$ cat src/rtl/cfgp_pkg.sv
package cfgp_pkg;

   // Lock state of the configuration space
   typedef enum logic {
      CFG_LOCKED = 1'b0,
      CFG_OPEN   = 1'b1
   } cfg_state_e;

   // Decoded port strobes for one bus cycle
   typedef struct packed {
      logic idx_wr;
      logic idx_rd;
      logic dat_wr;
      logic dat_rd;
   } port_hit_t;

   // Byte of a 16-bit identity word; hi=1 selects the upper byte
   function automatic logic [7:0] id_byte(input logic [15:0] word, input logic hi);
      return hi ? word[15:8] : word[7:0];
   endfunction

endpackage

$ cat src/rtl/cfgp_addr_dec.sv
module cfgp_addr_dec
   import cfgp_pkg::*;
#(
   parameter int                ADDR_W   = 16,
   parameter logic [ADDR_W-1:0] BASE_A   = 'h2E,
   parameter logic [ADDR_W-1:0] BASE_B   = 'h4E,
   parameter bit                STRAP_EN = 1'b1
) (
   input  logic              strap_sel,
   input  logic [ADDR_W-1:0] io_addr,
   input  logic              io_rd,
   input  logic              io_wr,
   output port_hit_t         hit
);

   localparam logic [ADDR_W-1:0] DATA_OFS = ADDR_W'(1);

   logic [ADDR_W-1:0] base;

   generate
      if (STRAP_EN) begin : g_strap
         assign base = strap_sel ? BASE_B : BASE_A;
      end else begin : g_fixed
         logic unused_strap;
         assign unused_strap = strap_sel;
         assign base = BASE_A;
      end
   endgenerate

   logic at_idx;
   logic at_dat;

   assign at_idx = (io_addr == base);
   assign at_dat = (io_addr == (base + DATA_OFS));

   assign hit.idx_wr = at_idx & io_wr;
   assign hit.idx_rd = at_idx & io_rd;
   assign hit.dat_wr = at_dat & io_wr;
   assign hit.dat_rd = at_dat & io_rd;

endmodule

$ cat src/rtl/cfgp_key_fsm.sv
module cfgp_key_fsm
   import cfgp_pkg::*;
#(
   parameter int         KEY_REPEAT = 2,
   parameter logic [7:0] UNLOCK_KEY = 8'h87,
   parameter logic [7:0] LOCK_KEY   = 8'hAA
) (
   input  logic       clk,
   input  logic       rst_n,
   input  logic       idx_wr,
   input  logic [7:0] wdata,
   output logic       open
);

   cfg_state_e state;
   logic       is_unlock;
   logic       is_lock;

   assign is_unlock = (wdata == UNLOCK_KEY);
   assign is_lock   = (wdata == LOCK_KEY);
   assign open      = (state == CFG_OPEN);

   generate
      if (KEY_REPEAT == 1) begin : g_single
         always_ff @(posedge clk) begin
            if (!rst_n) begin
               state <= CFG_LOCKED;
            end else if (idx_wr) begin
               if (state == CFG_LOCKED && is_unlock) state <= CFG_OPEN;
               else if (state == CFG_OPEN && is_lock) state <= CFG_LOCKED;
            end
         end
      end else begin : g_count
         localparam int CW = $clog2(KEY_REPEAT);
         localparam logic [CW-1:0] LAST = CW'(KEY_REPEAT - 1);
         logic [CW-1:0] cnt;

         always_ff @(posedge clk) begin
            if (!rst_n) begin
               state <= CFG_LOCKED;
               cnt   <= '0;
            end else if (idx_wr) begin
               unique case (state)
                  CFG_LOCKED: begin
                     if (!is_unlock) begin
                        cnt <= '0;
                     end else if (cnt == LAST) begin
                        cnt   <= '0;
                        state <= CFG_OPEN;
                     end else begin
                        cnt <= cnt + 1'b1;
                     end
                  end
                  CFG_OPEN: begin
                     cnt <= '0;
                     if (is_lock) state <= CFG_LOCKED;
                  end
                  default: state <= CFG_LOCKED;
               endcase
            end
         end
      end
   endgenerate

endmodule

$ cat src/rtl/cfgp_glb_regs.sv
module cfgp_glb_regs
   import cfgp_pkg::*;
#(
   parameter logic [7:0] LOCK_KEY  = 8'hAA,
   parameter logic [7:0] LDN_REG   = 8'h07,
   parameter logic [7:0] DEV_SPLIT = 8'h30
) (
   input  logic       clk,
   input  logic       rst_n,
   input  logic       open,
   input  port_hit_t  hit,
   input  logic [7:0] wdata,
   output logic [7:0] index,
   output logic [7:0] ldn,
   output logic       ld_we,
   output logic       ld_re
);

   logic dev_space;

   assign dev_space = (index >= DEV_SPLIT);

   always_ff @(posedge clk) begin
      if (!rst_n) begin
         index <= 8'h00;
         ldn   <= 8'h00;
      end else if (open) begin
         if (hit.idx_wr && (wdata != LOCK_KEY)) index <= wdata;
         if (hit.dat_wr && (index == LDN_REG))  ldn   <= wdata;
      end
   end

   // Device strobes live only for the bus cycle that carries them
   assign ld_we = open & hit.dat_wr & dev_space;
   assign ld_re = open & hit.dat_rd & dev_space;

endmodule

$ cat src/rtl/cfgp_rd_mux.sv
module cfgp_rd_mux
   import cfgp_pkg::*;
#(
   parameter logic [15:0] CHIP_ID   = 16'h5A11,
   parameter logic [7:0]  CHIP_REV  = 8'h03,
   parameter logic [15:0] MFG_ID    = 16'h1934,
   parameter logic [7:0]  LDN_REG   = 8'h07,
   parameter logic [7:0]  ID_BASE   = 8'h20,
   parameter logic [7:0]  DEV_SPLIT = 8'h30
) (
   input  logic       open,
   input  port_hit_t  hit,
   input  logic [7:0] index,
   input  logic [7:0] ldn,
   input  logic [7:0] ld_rdata,
   output logic [7:0] rdata
);

   localparam logic [7:0] IDX_CID_HI = ID_BASE;
   localparam logic [7:0] IDX_CID_LO = ID_BASE + 8'd1;
   localparam logic [7:0] IDX_REV    = ID_BASE + 8'd2;
   localparam logic [7:0] IDX_MFG_HI = ID_BASE + 8'd3;
   localparam logic [7:0] IDX_MFG_LO = ID_BASE + 8'd4;

   logic [7:0] glb_val;

   always_comb begin
      if (index == LDN_REG)         glb_val = ldn;
      else if (index == IDX_CID_HI) glb_val = id_byte(CHIP_ID, 1'b1);
      else if (index == IDX_CID_LO) glb_val = id_byte(CHIP_ID, 1'b0);
      else if (index == IDX_REV)    glb_val = CHIP_REV;
      else if (index == IDX_MFG_HI) glb_val = id_byte(MFG_ID, 1'b1);
      else if (index == IDX_MFG_LO) glb_val = id_byte(MFG_ID, 1'b0);
      else                          glb_val = 8'h00;
   end

   always_comb begin
      rdata = 8'hFF;
      if (open && hit.idx_rd) begin
         rdata = index;
      end else if (open && hit.dat_rd) begin
         rdata = (index >= DEV_SPLIT) ? ld_rdata : glb_val;
      end
   end

endmodule

$ cat src/rtl/cfgp_ctrl.sv
module cfgp_ctrl
   import cfgp_pkg::*;
#(
   parameter int                ADDR_W     = 16,
   parameter logic [ADDR_W-1:0] BASE_A     = 'h2E,
   parameter logic [ADDR_W-1:0] BASE_B     = 'h4E,
   parameter bit                STRAP_EN   = 1'b1,
   parameter int                KEY_REPEAT = 2,
   parameter logic [7:0]        UNLOCK_KEY = 8'h87,
   parameter logic [7:0]        LOCK_KEY   = 8'hAA,
   parameter logic [7:0]        LDN_REG    = 8'h07,
   parameter logic [7:0]        ID_BASE    = 8'h20,
   parameter logic [7:0]        DEV_SPLIT  = 8'h30,
   parameter logic [15:0]       CHIP_ID    = 16'h5A11,
   parameter logic [7:0]        CHIP_REV   = 8'h03,
   parameter logic [15:0]       MFG_ID     = 16'h1934
) (
   input  logic              clk,
   input  logic              rst_n,
   input  logic              strap_sel,
   input  logic [ADDR_W-1:0] io_addr,
   input  logic              io_rd,
   input  logic              io_wr,
   input  logic [7:0]        io_wdata,
   output logic [7:0]        io_rdata,
   output logic              cfg_open,
   output logic [7:0]        ld_sel,
   output logic [7:0]        ld_idx,
   output logic [7:0]        ld_wdata,
   output logic              ld_we,
   output logic              ld_re,
   input  logic [7:0]        ld_rdata
);

   // Elaboration-time parameter checks
   generate
      if (BASE_A[0] != 1'b0 || BASE_B[0] != 1'b0) begin : g_bad_base
         $error("cfgp_ctrl: base addresses must be even");
      end
      if (KEY_REPEAT < 1) begin : g_bad_rep
         $error("cfgp_ctrl: KEY_REPEAT must be at least 1");
      end
      if (UNLOCK_KEY == LOCK_KEY) begin : g_bad_key
         $error("cfgp_ctrl: lock and unlock keys must differ");
      end
      if (LDN_REG >= DEV_SPLIT || (ID_BASE + 8'd4) >= DEV_SPLIT) begin : g_bad_map
         $error("cfgp_ctrl: global registers must sit below DEV_SPLIT");
      end
   endgenerate

   port_hit_t  hit;
   logic       open;
   logic [7:0] index;
   logic [7:0] ldn;

   cfgp_addr_dec #(
      .ADDR_W   (ADDR_W),
      .BASE_A   (BASE_A),
      .BASE_B   (BASE_B),
      .STRAP_EN (STRAP_EN)
   ) dec_i (
      .strap_sel (strap_sel),
      .io_addr   (io_addr),
      .io_rd     (io_rd),
      .io_wr     (io_wr),
      .hit       (hit)
   );

   cfgp_key_fsm #(
      .KEY_REPEAT (KEY_REPEAT),
      .UNLOCK_KEY (UNLOCK_KEY),
      .LOCK_KEY   (LOCK_KEY)
   ) key_i (
      .clk    (clk),
      .rst_n  (rst_n),
      .idx_wr (hit.idx_wr),
      .wdata  (io_wdata),
      .open   (open)
   );

   cfgp_glb_regs #(
      .LOCK_KEY  (LOCK_KEY),
      .LDN_REG   (LDN_REG),
      .DEV_SPLIT (DEV_SPLIT)
   ) regs_i (
      .clk   (clk),
      .rst_n (rst_n),
      .open  (open),
      .hit   (hit),
      .wdata (io_wdata),
      .index (index),
      .ldn   (ldn),
      .ld_we (ld_we),
      .ld_re (ld_re)
   );

   cfgp_rd_mux #(
      .CHIP_ID   (CHIP_ID),
      .CHIP_REV  (CHIP_REV),
      .MFG_ID    (MFG_ID),
      .LDN_REG   (LDN_REG),
      .ID_BASE   (ID_BASE),
      .DEV_SPLIT (DEV_SPLIT)
   ) mux_i (
      .open     (open),
      .hit      (hit),
      .index    (index),
      .ldn      (ldn),
      .ld_rdata (ld_rdata),
      .rdata    (io_rdata)
   );

   assign cfg_open = open;
   assign ld_sel   = ldn;
   assign ld_idx   = index;
   assign ld_wdata = io_wdata;

endmodule

$ cat config.mk
export PLATFORM = sky130hd
export DESIGN_NAME = cfgp_ctrl
export DESIGN_NICKNAME = d
export VERILOG_FILES = /design/src/rtl/cfgp_pkg.sv /design/src/rtl/cfgp_addr_dec.sv /design/src/rtl/cfgp_key_fsm.sv /design/src/rtl/cfgp_glb_regs.sv /design/src/rtl/cfgp_rd_mux.sv /design/src/rtl/cfgp_ctrl.sv
export SDC_FILE = /design/constraint.sdc
export NUM_CORES = 1
export LEC_CHECK = 0
export ABC_AREA = 1
export BUFFER_PORTS_ARGS = -buffer_cell sky130_fd_sc_hd__buf_2
export CAP_MARGIN = 5
export CORE_ASPECT_RATIO = 1.2
export CORE_UTILIZATION = 41
export CTS_CLUSTER_SIZE = 40
export DETAILED_ROUTE_END_ITERATION = 6
export GPL_TIMING_DRIVEN = 0
export MAX_ROUTING_LAYER = met4
export PLACE_DENSITY_LB_ADDON = 0.3
export SETUP_SLACK_MARGIN = 0.1
export SYNTH_ARGS = -nofsm -noshare
export SYNTH_HDL_FRONTEND = slang
export SYNTH_SLANG_ARGS = --single-unit
$ cat constraint.sdc
create_clock -name clk -period 1.3 [get_ports clk]
set_input_delay 0.26 -clock clk [delete_from_list [all_inputs] [get_ports clk]]
set_output_delay 0.26 -clock clk [all_outputs]
set_load 0.05 [all_outputs]
==> flow_metrics.tcl <==
set metrics [dict create \
    seq_area_um2 397 \
    pwr_density_cell_mw_per_mm2 413 \
    cts_hold_buffers 0 \
    die_w_um 55.5 \
    leakagePower_nw 1.36 \
    final_cells 388 \
    antenna_cells 0 \
    final_core_util_pct 89.4 \
    path_common_cell "nand2_1" \
    path_cells "inv_2 > nand2_2 > nor2_1 > nand2_1 > nand2_1 > nor2_1 > nand4_1 > nand2_1 > clkinvlp_4 > buf_8" \
    finClkSkew_ns 0.0119 \
    io_pins 72 \
    end_kind "output port" \
    rsz0062_at_grt "true" \
    cts_tree "built" \
    htreeDepth 1 \
    grt_pass1_wl_mm 8.44 \
    grt_usage_pct 29.9 \
    rows 22 \
    maxCapViolations 0 \
    drive_gt1_share_pct 64.2 \
    arrival_ns 1.80 \
    drv_slew 0 \
    place_inst 357 \
    path_class "flip-flop to output port" \
    final.setup.worst_slack_ns -0.761 \
    hpwl_mm 3.21 \
    cts_buffers 3 \
    grt_max_degree 11 \
    fin_crit_ns 2.06 \
    yosysSeqAreaShare_pct 25.6 \
    timing.setup.tns_ns -8.15 \
    overflow 0 \
    grt_pass1_vias 1932 \
    start_util_pct 44.5 \
    multi_input_area_mm2 0.00128 \
    clkTransAtPathRegs_ns 0.12 \
    firstDrtPassIters 5 \
    tightest_slew_ns 0.385 \
    fill_cells 144 \
    required_ns 1.04 \
    drt_iter0_drc 232 \
    port_buffers 71 \
    gp_congestion 0.830 \
    synth_area_per_cell_um2 5.63 \
    finalCritPeriodShare_pct 159 \
    max_stage_delay_ns 0.41 \
    layout_common_cells "nor2_1, buf_2, nand2_1" \
    die-height_um 66.2 \
    final_net_count 390 \
    fmax_ghz 0.485 \
    antenna_found_initial 0 \
    ys_ff_latch 18 \
    cts_buffer_depth 2 \
    critPathLaunchType "flip-flop" \
    max_slew_margin_pct 74.3 \
    viasPerCell 5.88 \
    reg2reg_slack_ns -0.35 \
    die_area_mm2 0.00367 \
    outcome "finished with violations" \
    failed_checks "setup timing" \
    holdWs_ns 0.227 \
    finalHoldViolations 0 \
    core_area_mm2 0.00317 \
    netlist_instances 250 \
    holdCritPathClass "primary input to flip-flop" \
    cpMaxStageDelayCell "dfxtp_4" \
    finalSetupViolations 26 \
    peakVddDrop_v 0.000711 \
    yosys_warnings 0 \
    clock-root-buffer "clkbuf_4" \
    path_max_fanout 4 \
    syn_nets 287 \
    synth_cell_types 22 \
    power_mw 1.17 \
    syn_to_final_growth_pct 101 \
    vias 2281 \
    drc_errors 0 \
    routed_wl_mm 7.42 \
    post_drt_wl_per_cell_um 19.1 \
    antenna_left 0 \
    clk_latency_ns 0.31 \
    netlist_area_mm2 0.00141 \
    clock_sinks 18 \
]
[cell type report]
type	count	area share, %
multi-input combinational	184	45.3
timing repair buffer	97	28.9
sequential	18	14.0
inverter	39	6.10
buffer	10	2.79
tap	36	1.59
clock buffer	4	1.28
[final timing paths]
check | start | depth (start not counted) | to
setup reg to reg | regs_i.index[5] | 12 | regs_i.ldn[2]
hold / removal | io_wdata[6] | 3 | regs_i.ldn[6]
hold reg to reg | key_i.g_count.cnt | 2 | key_i.g_count.cnt
setup / recovery | regs_i.index[2] | 10 | io_rdata[3]
[cells by family after synthesis]
group                  share of synthesized area, %
buffers and inverters                          16.0
AOI/OAI and AO/OA                              9.33
DFF                                            25.6
and+or+nand+nor                                49.1
[worst max-delay path: cells and delay by family (launching register included)]
kind                   cells  cell delay [ns]
flip-flops                 1             0.41
buffers and inverters      3             0.30
AND/OR/NAND/NOR            7             0.77
[per-layer routing]
metal / track usage (%) / routed length, µm
met1: 32.2 / 2560
met2: 54.4 / 3610
met3: 2.94 / 639
met4: 15.9 / 611
met5: - / 0
[sequential cells by signal, indices dropped and copies added (netlist names)]
| name | flops |
|---|---|
| regs_i.index | 8 |
| key_i.g_count.cnt | 1 |
| key_i.open | 1 |
| regs_i.ldn | 8 |
[power breakdown]
part           total [mW]  leakage [nW]  switching (mW)  internal [mW]
Clock               0.364        0.0210           0.193          0.171
Sequential          0.532         0.153   0.00000000237          0.532
Combinational       0.272          1.18           0.170          0.102
[through the flow]
step / setup WS, ns / cell area (µm²)
6_report: -0.761 / 2830
5_1_grt: -0.809 / 2830
4_1_cts: -0.509 / 2540
3_5_place_dp: -0.643 / 2070
3_3_place_gp: -0.620 / 2070
2_1_floorplan: -0.369 / 1670
[Yosys cell counts]
| master | count | area, µm² |
|---|---|---|
| nand4_2 | 1 | 12.5 |
| buf_6 | 1 | 11.3 |
| a21oi_1 | 8 | 40.0 |
| buf_4 | 8 | 60.1 |
| nor2_1 | 68 | 255 |
| nand3_4 | 1 | 17.5 |
| o21ai_1 | 1 | 5.00 |
| nand2_2 | 3 | 18.8 |
| nand3_1 | 9 | 45.0 |
| inv_1 | 37 | 139 |
| clkbuf_4 | 1 | 7.51 |
| nor3_1 | 8 | 40.0 |
| nand4_1 | 2 | 12.5 |
| nor2_4 | 2 | 22.5 |
| nand2_1 | 56 | 210 |
| nand3_2 | 3 | 30.0 |
| nor2_2 | 3 | 18.8 |
| a31oi_1 | 1 | 6.26 |
| nand3b_1 | 1 | 7.51 |
| inv_2 | 2 | 7.51 |
| o21ai_0 | 16 | 80.1 |
| dfxtp_1 | 18 | 360 |
[what timing repair did]
action                     CTS  global route
pin swaps                   21            22
gates resized for setup     84            69
gates cloned                 2             0
setup endpoints to repair   28            37
setup buffers               16             9
(Power assumes the default switching activity.)
